`src/rtl/pcb_pkg.sv`:
```
package pcb_pkg;
  // divisor field width and the phase counter it implies (max ratio - 1)
  localparam int DIV_W = 2;
  localparam int CNT_W = (1 << DIV_W) - 1;

  typedef struct packed {
    logic issue;    // access completes this cycle
    logic loadDiv;  // control register write
  } ctlStrobes_t;
endpackage

```
`src/rtl/pcb_ctrl.sv`:
```
module pcb_ctrl
  import pcb_pkg::*;
(
  input  logic             clk,
  input  logic             rstN,
  input  logic             cpuReq,
  input  logic             ctlWe,
  input  logic [DIV_W-1:0] divCode,
  output logic             pClkEn,
  output ctlStrobes_t      strb
);
  logic [CNT_W-1:0] phaseCnt;
  logic [CNT_W-1:0] reload;

  // cycles left in a new period: ratio minus one
  always_comb reload = CNT_W'((32'd1 << divCode) - 32'd1);

  // divisor is sampled only when a period starts, so gaps are never shortened
  always_ff @(posedge clk or negedge rstN) begin
    if (!rstN)                phaseCnt <= '0;
    else if (phaseCnt == '0)  phaseCnt <= reload;
    else                      phaseCnt <= phaseCnt - 1'b1;
  end

  assign pClkEn = (phaseCnt == '0);

  always_comb begin
    strb.issue   = cpuReq & pClkEn;
    strb.loadDiv = ctlWe;
  end
endmodule

```
`src/rtl/pcb_dpath.sv`:
```
module pcb_dpath
  import pcb_pkg::*;
#(
  parameter int AW      = 8,
  parameter int DW      = 32,
  parameter int DIV_LSB = 19
) (
  input  logic             clk,
  input  logic             rstN,
  input  ctlStrobes_t      strb,
  input  logic [DIV_W-1:0] divIn,
  input  logic             cpuWe,
  input  logic [AW-1:0]    cpuAddr,
  input  logic [DW-1:0]    cpuWdata,
  input  logic [DW-1:0]    pRdata,
  output logic [DIV_W-1:0] divCode,
  output logic [31:0]      ctlRdata,
  output logic             pStb,
  output logic             pWe,
  output logic [AW-1:0]    pAddr,
  output logic [DW-1:0]    pWdata,
  output logic             cpuRdy,
  output logic [DW-1:0]    cpuRdata
);
  logic [DIV_W-1:0] divReg;

  always_ff @(posedge clk or negedge rstN) begin
    if (!rstN)             divReg <= '0;
    else if (strb.loadDiv) divReg <= divIn;
  end

  assign divCode = divReg;

  always_comb begin
    ctlRdata = '0;
    ctlRdata[DIV_LSB +: DIV_W] = divReg;
  end

  // peripheral side follows the CPU side, qualified by the issue strobe
  assign pStb     = strb.issue;
  assign pWe      = strb.issue & cpuWe;
  assign pAddr    = cpuAddr;
  assign pWdata   = cpuWdata;
  assign cpuRdy   = strb.issue;
  assign cpuRdata = (strb.issue && !cpuWe) ? pRdata : '0;
endmodule

```
`src/rtl/periph_clk_bridge.sv`:
```
module periph_clk_bridge
  import pcb_pkg::*;
#(
  parameter int AW      = 8,
  parameter int DW      = 32,
  parameter int DIV_LSB = 19
) (
  input  logic          clk,
  input  logic          rstN,
  input  logic          ctlWe,
  input  logic [31:0]   ctlWdata,
  output logic [31:0]   ctlRdata,
  input  logic          cpuReq,
  input  logic          cpuWe,
  input  logic [AW-1:0] cpuAddr,
  input  logic [DW-1:0] cpuWdata,
  output logic          cpuRdy,
  output logic [DW-1:0] cpuRdata,
  output logic          pClkEn,
  output logic          pStb,
  output logic          pWe,
  output logic [AW-1:0] pAddr,
  output logic [DW-1:0] pWdata,
  input  logic [DW-1:0] pRdata
);
  ctlStrobes_t      strb;
  logic [DIV_W-1:0] divCode;

  pcb_ctrl u_ctrl (
    .clk     (clk),
    .rstN    (rstN),
    .cpuReq  (cpuReq),
    .ctlWe   (ctlWe),
    .divCode (divCode),
    .pClkEn  (pClkEn),
    .strb    (strb)
  );

  pcb_dpath #(.AW(AW), .DW(DW), .DIV_LSB(DIV_LSB)) u_dpath (
    .clk      (clk),
    .rstN     (rstN),
    .strb     (strb),
    .divIn    (ctlWdata[DIV_LSB +: DIV_W]),
    .cpuWe    (cpuWe),
    .cpuAddr  (cpuAddr),
    .cpuWdata (cpuWdata),
    .pRdata   (pRdata),
    .divCode  (divCode),
    .ctlRdata (ctlRdata),
    .pStb     (pStb),
    .pWe      (pWe),
    .pAddr    (pAddr),
    .pWdata   (pWdata),
    .cpuRdy   (cpuRdy),
    .cpuRdata (cpuRdata)
  );
endmodule

```
`config.mk`:
```
export PLATFORM = sky130hd
export DESIGN_NAME = periph_clk_bridge
export DESIGN_NICKNAME = d
export VERILOG_FILES = /design/src/rtl/pcb_pkg.sv /design/src/rtl/pcb_ctrl.sv /design/src/rtl/pcb_dpath.sv /design/src/rtl/periph_clk_bridge.sv
export SDC_FILE = /design/constraint.sdc
export NUM_CORES = 1
export LEC_CHECK = 0
export ABC_AREA = 1
export BUFFER_PORTS_ARGS = -buffer_cell sky130_fd_sc_hd__buf_2
export CAP_MARGIN = 20
export CORE_AREA = 2 2 83 85
export DETAILED_ROUTE_END_ITERATION = 16
export DIE_AREA = 0 0 85 87
export SYNTH_ARGS = -nofsm -noshare
export SYNTH_HDL_FRONTEND = slang
export SYNTH_SLANG_ARGS = --single-unit
export TNS_END_PERCENT = 5
```
`constraint.sdc`:
```
create_clock -name clk -period 1.4 [get_ports clk]
set_clock_uncertainty 0.1 [all_clocks]
set_input_delay 0.07 -clock clk [delete_from_list [all_inputs] [get_ports clk]]
set_output_delay 0.07 -clock clk [all_outputs]
set_load 0.05 [all_outputs]
```
=== Yosys cells after proc, flatten, opt, wreduce, memory -nomap -nowiden ===
Index checks and enable logic that the tools add are counted.

* Bitwise operators: 2
* Divide/modulo/power cells: 0
* $lt $le $gt $ge: 0
* Reduce and logical (&&, ||, !) cells: 3
* Muxes and demuxes: 2
* Eq/ne operators: 0
* Add/sub/neg operators: 2
* Multipliers: 0
* Shift operators: 1

{| class="wikitable"
|+ Operators by type and width
! operator !! count
|-
| $mux W32 || 1
|-
| $sub A3 B1 Y3 const B || 2
|-
| $logic_not A3 Y1 || 1
|-
| $mux W3 || 1
|-
| $shl A1 B2 Y3 const A || 1
|-
| $and A1 B1 Y1 || 2
|-
| $logic_and A1 B1 Y1 || 1
|-
| $logic_not A1 Y1 || 1
|}

* Bits in read-only memories: 0
* Output and inout bits: 108
* Memory bits (writable): 0
* Memories kept: 0
* Register bits: 5
* Word-level logic and storage cells: 12
* Latch bits: 0

=== Logic depth before layout (Yosys ltp) ===
* Depth after elaboration: 4
* Depth in mapped cells: 9
* Mapped depth without buffers: 9

=== Cells and area by module ===
A second synthesis with hierarchy kept.

* Cell total of the unflattened synthesis: 181
* Area total of the unflattened synthesis: 1117.3 µm²

{| class="wikitable"
|+ Modules (own cells, without submodules)
! module !! area each (µm²) !! instances !! cells each
|-
| pcb_dpath || 932.1 || 1 || 155
|-
| pcb_ctrl || 185.2 || 1 || 26
|}

=== Least setup slack after synthesis ===
Ideal clock, no wire load.

* Path type: reg2out
* Start: register u_ctrl.phaseCnt[2]
* End: output port pWe
* Data required time: 1.230 ns
* Path buffers: 0
* Data arrival time: 1.669 ns
* Cell stages (with the launch flop): 4
* Slack: -0.439 ns
* Cells stage by stage: dfrtp_1 nor2_4 nand2_4 nor3_1

* Cells in the longest elaborated chain, start to end: 3

{| class="wikitable"
|+ RTL lines
! what !! RTL line !! RTL
|-
| start: declaration || pcb_ctrl.sv:12 || <nowiki>logic [CNT_W-1:0] phaseCnt;</nowiki>
|-
| start signal: assignment || pcb_ctrl.sv:21 || <nowiki>else if (phaseCnt == '0) phaseCnt <= reload;</nowiki>
|-
| start signal: assignment || pcb_ctrl.sv:22 || <nowiki>else phaseCnt <= phaseCnt - 1'b1;</nowiki>
|-
| $logic_not A3 Y1 || pcb_ctrl.sv:25 || <nowiki>assign pClkEn = (phaseCnt == '0);</nowiki>
|-
| $and A1 B1 Y1 || pcb_ctrl.sv:28 || <nowiki>strb.issue = cpuReq & pClkEn;</nowiki>
|-
| $and A1 B1 Y1 || pcb_dpath.sv:41 || <nowiki>assign pWe = strb.issue & cpuWe;</nowiki>
|-
| end: declaration || periph_clk_bridge.sv:21 || <nowiki>output logic pWe,</nowiki>
|}

No other way between the ends.

=== Worst setup path after layout ===
* Start: register u_ctrl.phaseCnt[1]
* End: output port cpuRdata[5]

* Cells in the longest elaborated chain, start to end: 4

{| class="wikitable"
|+ RTL lines
! what !! RTL line !! RTL
|-
| $logic_not A3 Y1 || pcb_ctrl.sv:25 ||
|-
| $and A1 B1 Y1 || pcb_ctrl.sv:28 ||
|-
| $logic_and A1 B1 Y1 || pcb_dpath.sv:45 || <nowiki>assign cpuRdata = (strb.issue && !cpuWe) ? pRdata : '0;</nowiki>
|-
| $mux W32 || pcb_dpath.sv:45 ||
|-
| end: declaration || periph_clk_bridge.sv:18 || <nowiki>output logic [DW-1:0] cpuRdata,</nowiki>
|}

No other way between the ends.

==> load_flow_metrics.sql <==
INSERT INTO impl_metrics (metric_group, metric, value, unit) VALUES
('clock_network', 'cts_root_buf', 'clkbuf_8', ''),
('detailed_routing', 'vias', '1031', ''),
('clock_network', 'tritoncts', 'built', ''),
('clock_network', 'max-clock-path-buffers', '2', ''),
('yosys', 'number_of_register_bits_inferred_by_synthesis', '5', ''),
('yosys', 'synth.area.top_cells', 'buf_4 (39%), nor2_4 (26%), inv_1 (12%)', ''),
('yosys', 'postSynthCellCount', '175', ''),
('detailed_routing', 'drtIter0Drc', '45', ''),
('timing', 'report.final.slew_viol_count', '0', ''),
('placed_design', 'place.detailed.instances', '293', ''),
('yosys', 'synth_enable_flop_cells', '0', ''),
('detailed_routing', 'detail_route.drc_violations', '0', ''),
('placed_design', 'routabilityCongestion', '0.6576', ''),
('setup_path', 'setup.worst_path.end_class', 'primary output', ''),
('yosys', 'count_of_distinct_cell_types_in_the_synthesized_netlist', '15', ''),
('floorplan', 'die_w', '85', 'um'),
('run_status', 'violations', 'negative setup slack', ''),
('detailed_routing', 'firstDrtPassIters', '4', ''),
('global_routing', 'grt_use_met3', '0.03981', ''),
('finish', 'syn2layout_area_growth', '37.25', '%'),
('finish', 'drive_gt1_frac', '0.5778', ''),
('floorplan', 'design.portCount', '217', ''),
('timing', 'report.final.hold_viol_count', '0', ''),
('yosys', 'synthDominantAreaCellType', 'buf_4', ''),
('placed_design', 'portBuffers', '76', ''),
('finish', 'final_cells', '305', ''),
('timing', 'fmax', '0.6061', 'GHz'),
('timing', 'finalSetupTns', '-7.788', 'ns'),
('setup_path', 'crit_path_max_fanout', '6', ''),
('power', 'worst_ir_drop_on_vdd', '0.5106', 'mV'),
('clock_network', 'clock-sinks', '5', ''),
('run_status', 'outcome', 'finished with violations', ''),
('clock_network', 'htreeDepth', '1', ''),
('floorplan', 'die_area', '7395', 'um2'),
('power', 'comb_power_share', '0.744', ''),
('placed_design', 'detailedPlacementHpwl', '2083', 'um'),
('timing', 'final-setup-viol-count', '38', ''),
('yosys', 'asyncSetResetFlopFracSynth', '1.000', ''),
('finish', 'num-nets-final', '336', ''),
('power', 'power_density', '1052', 'nW/um2'),
('finish', 'antenna_cells_inserted', '0', ''),
('detailed_routing', 'routed_wl', '2870', 'um'),
('yosys', 'post_synth_mux_area_share', '0', ''),
('yosys', 'yosys_warnings', '0', ''),
('yosys', 'synth_compound_area_frac', '0.02294', ''),
('clock_network', 'clkSlewWorstSetupHoldPaths', '0.04', 'ns'),
('power', 'design_power_total', '1.969', 'mW'),
('yosys', 'synthXorXnorAreaFrac', '0', ''),
('timing', 'fin_ws', '-0.2499', 'ns'),
('yosys', 'synth_seq_area_share', '0.09174', ''),
('yosys', 'dominantRegCellSynth', 'dfrtp_1', ''),
('floorplan', 'coreArea', '6569', 'um2'),
('clock_network', 'clock_latency', '0.22', 'ns'),
('yosys', 'netlist.area_leader.share', '0.3908', ''),
('yosys', 'yosysMostFrequentCell', 'buf_4', ''),
('floorplan', 'initial_core_util', '0.2076', ''),
('flow_run', 'max_cap_violations', '0', ''),
('global_routing', 'grt_pass1_wl', '3967', 'um'),
('floorplan', 'floorplan.rows', '30', ''),
('power', 'p_seq_frac', '0.122', ''),
('yosys', 'average_footprint_of_a_synthesized_cell', '7.793', 'um2'),
('timing', 'grt_setup_unrepaired', 'yes', ''),
('global_routing', 'grt-ovfl-total', '0', ''),
('timing', 'period_minus_slack', '1.650', 'ns'),
('yosys', 'post_synth_fa_ha_maj_area_fraction', '0.009174', ''),
('yosys', 'synth_simple_gate_area_frac', '0.3229', ''),
('yosys', 'main_combinational_cell_family_by_area_after_synthesis', 'buffers and inverters', ''),
('yosys', 'post_synth_most_frequent_cells', 'buf_4 (71), inv_1 (42), nor2_4 (31), nand2_1 (6)', ''),
('yosys', 'total_standard_cell_area_after_synthesis', '1364', 'um2'),
('clock_network', 'tritoncts.num_buffers', '3', ''),
('global_routing', 'number_of_global_route_vias_before_repair', '867', '');
==> placed cells by master, fill, tap and decap left out, types with 4 or more instances in the layout <==
master,instances
buf_2,40
buf_4,6
buf_6,34
buf_8,4
conb_1,30
dfrtp_1,5
inv_1,41
nand2_1,6
nor2_4,33
==> cell families after synthesis <==
logic type      count (synthesis)
other cells                     1
simple gates                   46
flops                           5
buf+inv                       116
fa+ha+maj                       1
compound gates                  6
==> repair_timing <==
action                                 in CTS  in global routing
setup endpoints to repair                  38                 39
resized for setup                          72                 14
gates cloned                                0                  3
setup buffers                               0                  1
endpoints found under the hold margin       7                  0
hold buffers                                4                  0
pin swaps                                   0                  1
==> final timing paths <==
check / from / endpoint / slack (ns) / depth (start not counted)
setup / recovery: u_ctrl.phaseCnt[1] / cpuRdata[5] / -0.25 / 7
hold / removal: ctlWe / u_dpath.divCode[1] / 0.0005 / 2
setup reg to reg: u_ctrl.phaseCnt[1] / u_ctrl.phaseCnt[2] / -0.14 / 10
hold reg to reg: u_ctrl.phaseCnt[0] / u_ctrl.phaseCnt[0] / 0.34 / 1
max in group asynchronous: rstN / u_ctrl.phaseCnt[0] / 0.96 / 2
min in group asynchronous: rstN / u_ctrl.phaseCnt[1] / 0.10 / 2
==> worst max-delay path: stages, from the launching register on <==
cell and delay [ns]:
dfrtp_1 0.40, nor2_4 0.14, nand2_4 0.08, nor2_8 0.11, nand2_8 0.09, clkbuf_16 0.19, nor2_4 0.09, buf_6 0.16
==> per-layer routing <==
| metal | up-vias | wire, um |
|---|---|---|
| li1 | 491 | - |
| met1 | 443 | 909 |
| met2 | 91 | 1464 |
| met3 | 6 | 449 |
| met4 | 0 | 47 |
| met5 | - | 0 |
==> metrics by stage <==
| step | util | hold WS, ns | cell area [um2] |
|---|---|---|---|
| final | 0.2850 | 0.0004567 | 1872 |
| after global routing | 0.2850 | 0.02993 | 1872 |
| after CTS | 0.2663 | 0.006379 | 1749 |
| after detailed placement | 0.2190 | -0.2058 | 1439 |
| after global placement | 0.2190 | -0.2097 | 1439 |
| after floorplan | - | -0.3256 | 1486 |
==> layout make-up <==
class | instances | area [um2]
sequential | 5 | 125.1
clock buffer | 4 | 45.04
multi-input combinational | 83 | 631.9
tap | 80 | 100.1
timing repair buffer | 91 | 808.3
fill | 691 | 4697
inverter | 42 | 161.4
==> registers in the layout, summed over array words and instances, names as in the netlist <==
register / count
u_ctrl.phaseCnt: 3
u_dpath.divCode: 2
==> power groups by stage <==
stage | Clock, mW | Combinational [mW] | Sequential, mW
4_1_cts | 0.273 | 1.36 | 0.241
3_3_place_gp | 0 | 1.20 | 0.242
3_5_place_dp | 0 | 1.22 | 0.242
2_1_floorplan | 0 | 1.31 | 0.259
5_1_grt | 0.285 | 1.56 | 0.247
6_report | 0.263 | 1.47 | 0.240
(Power assumes the default switching activity.)
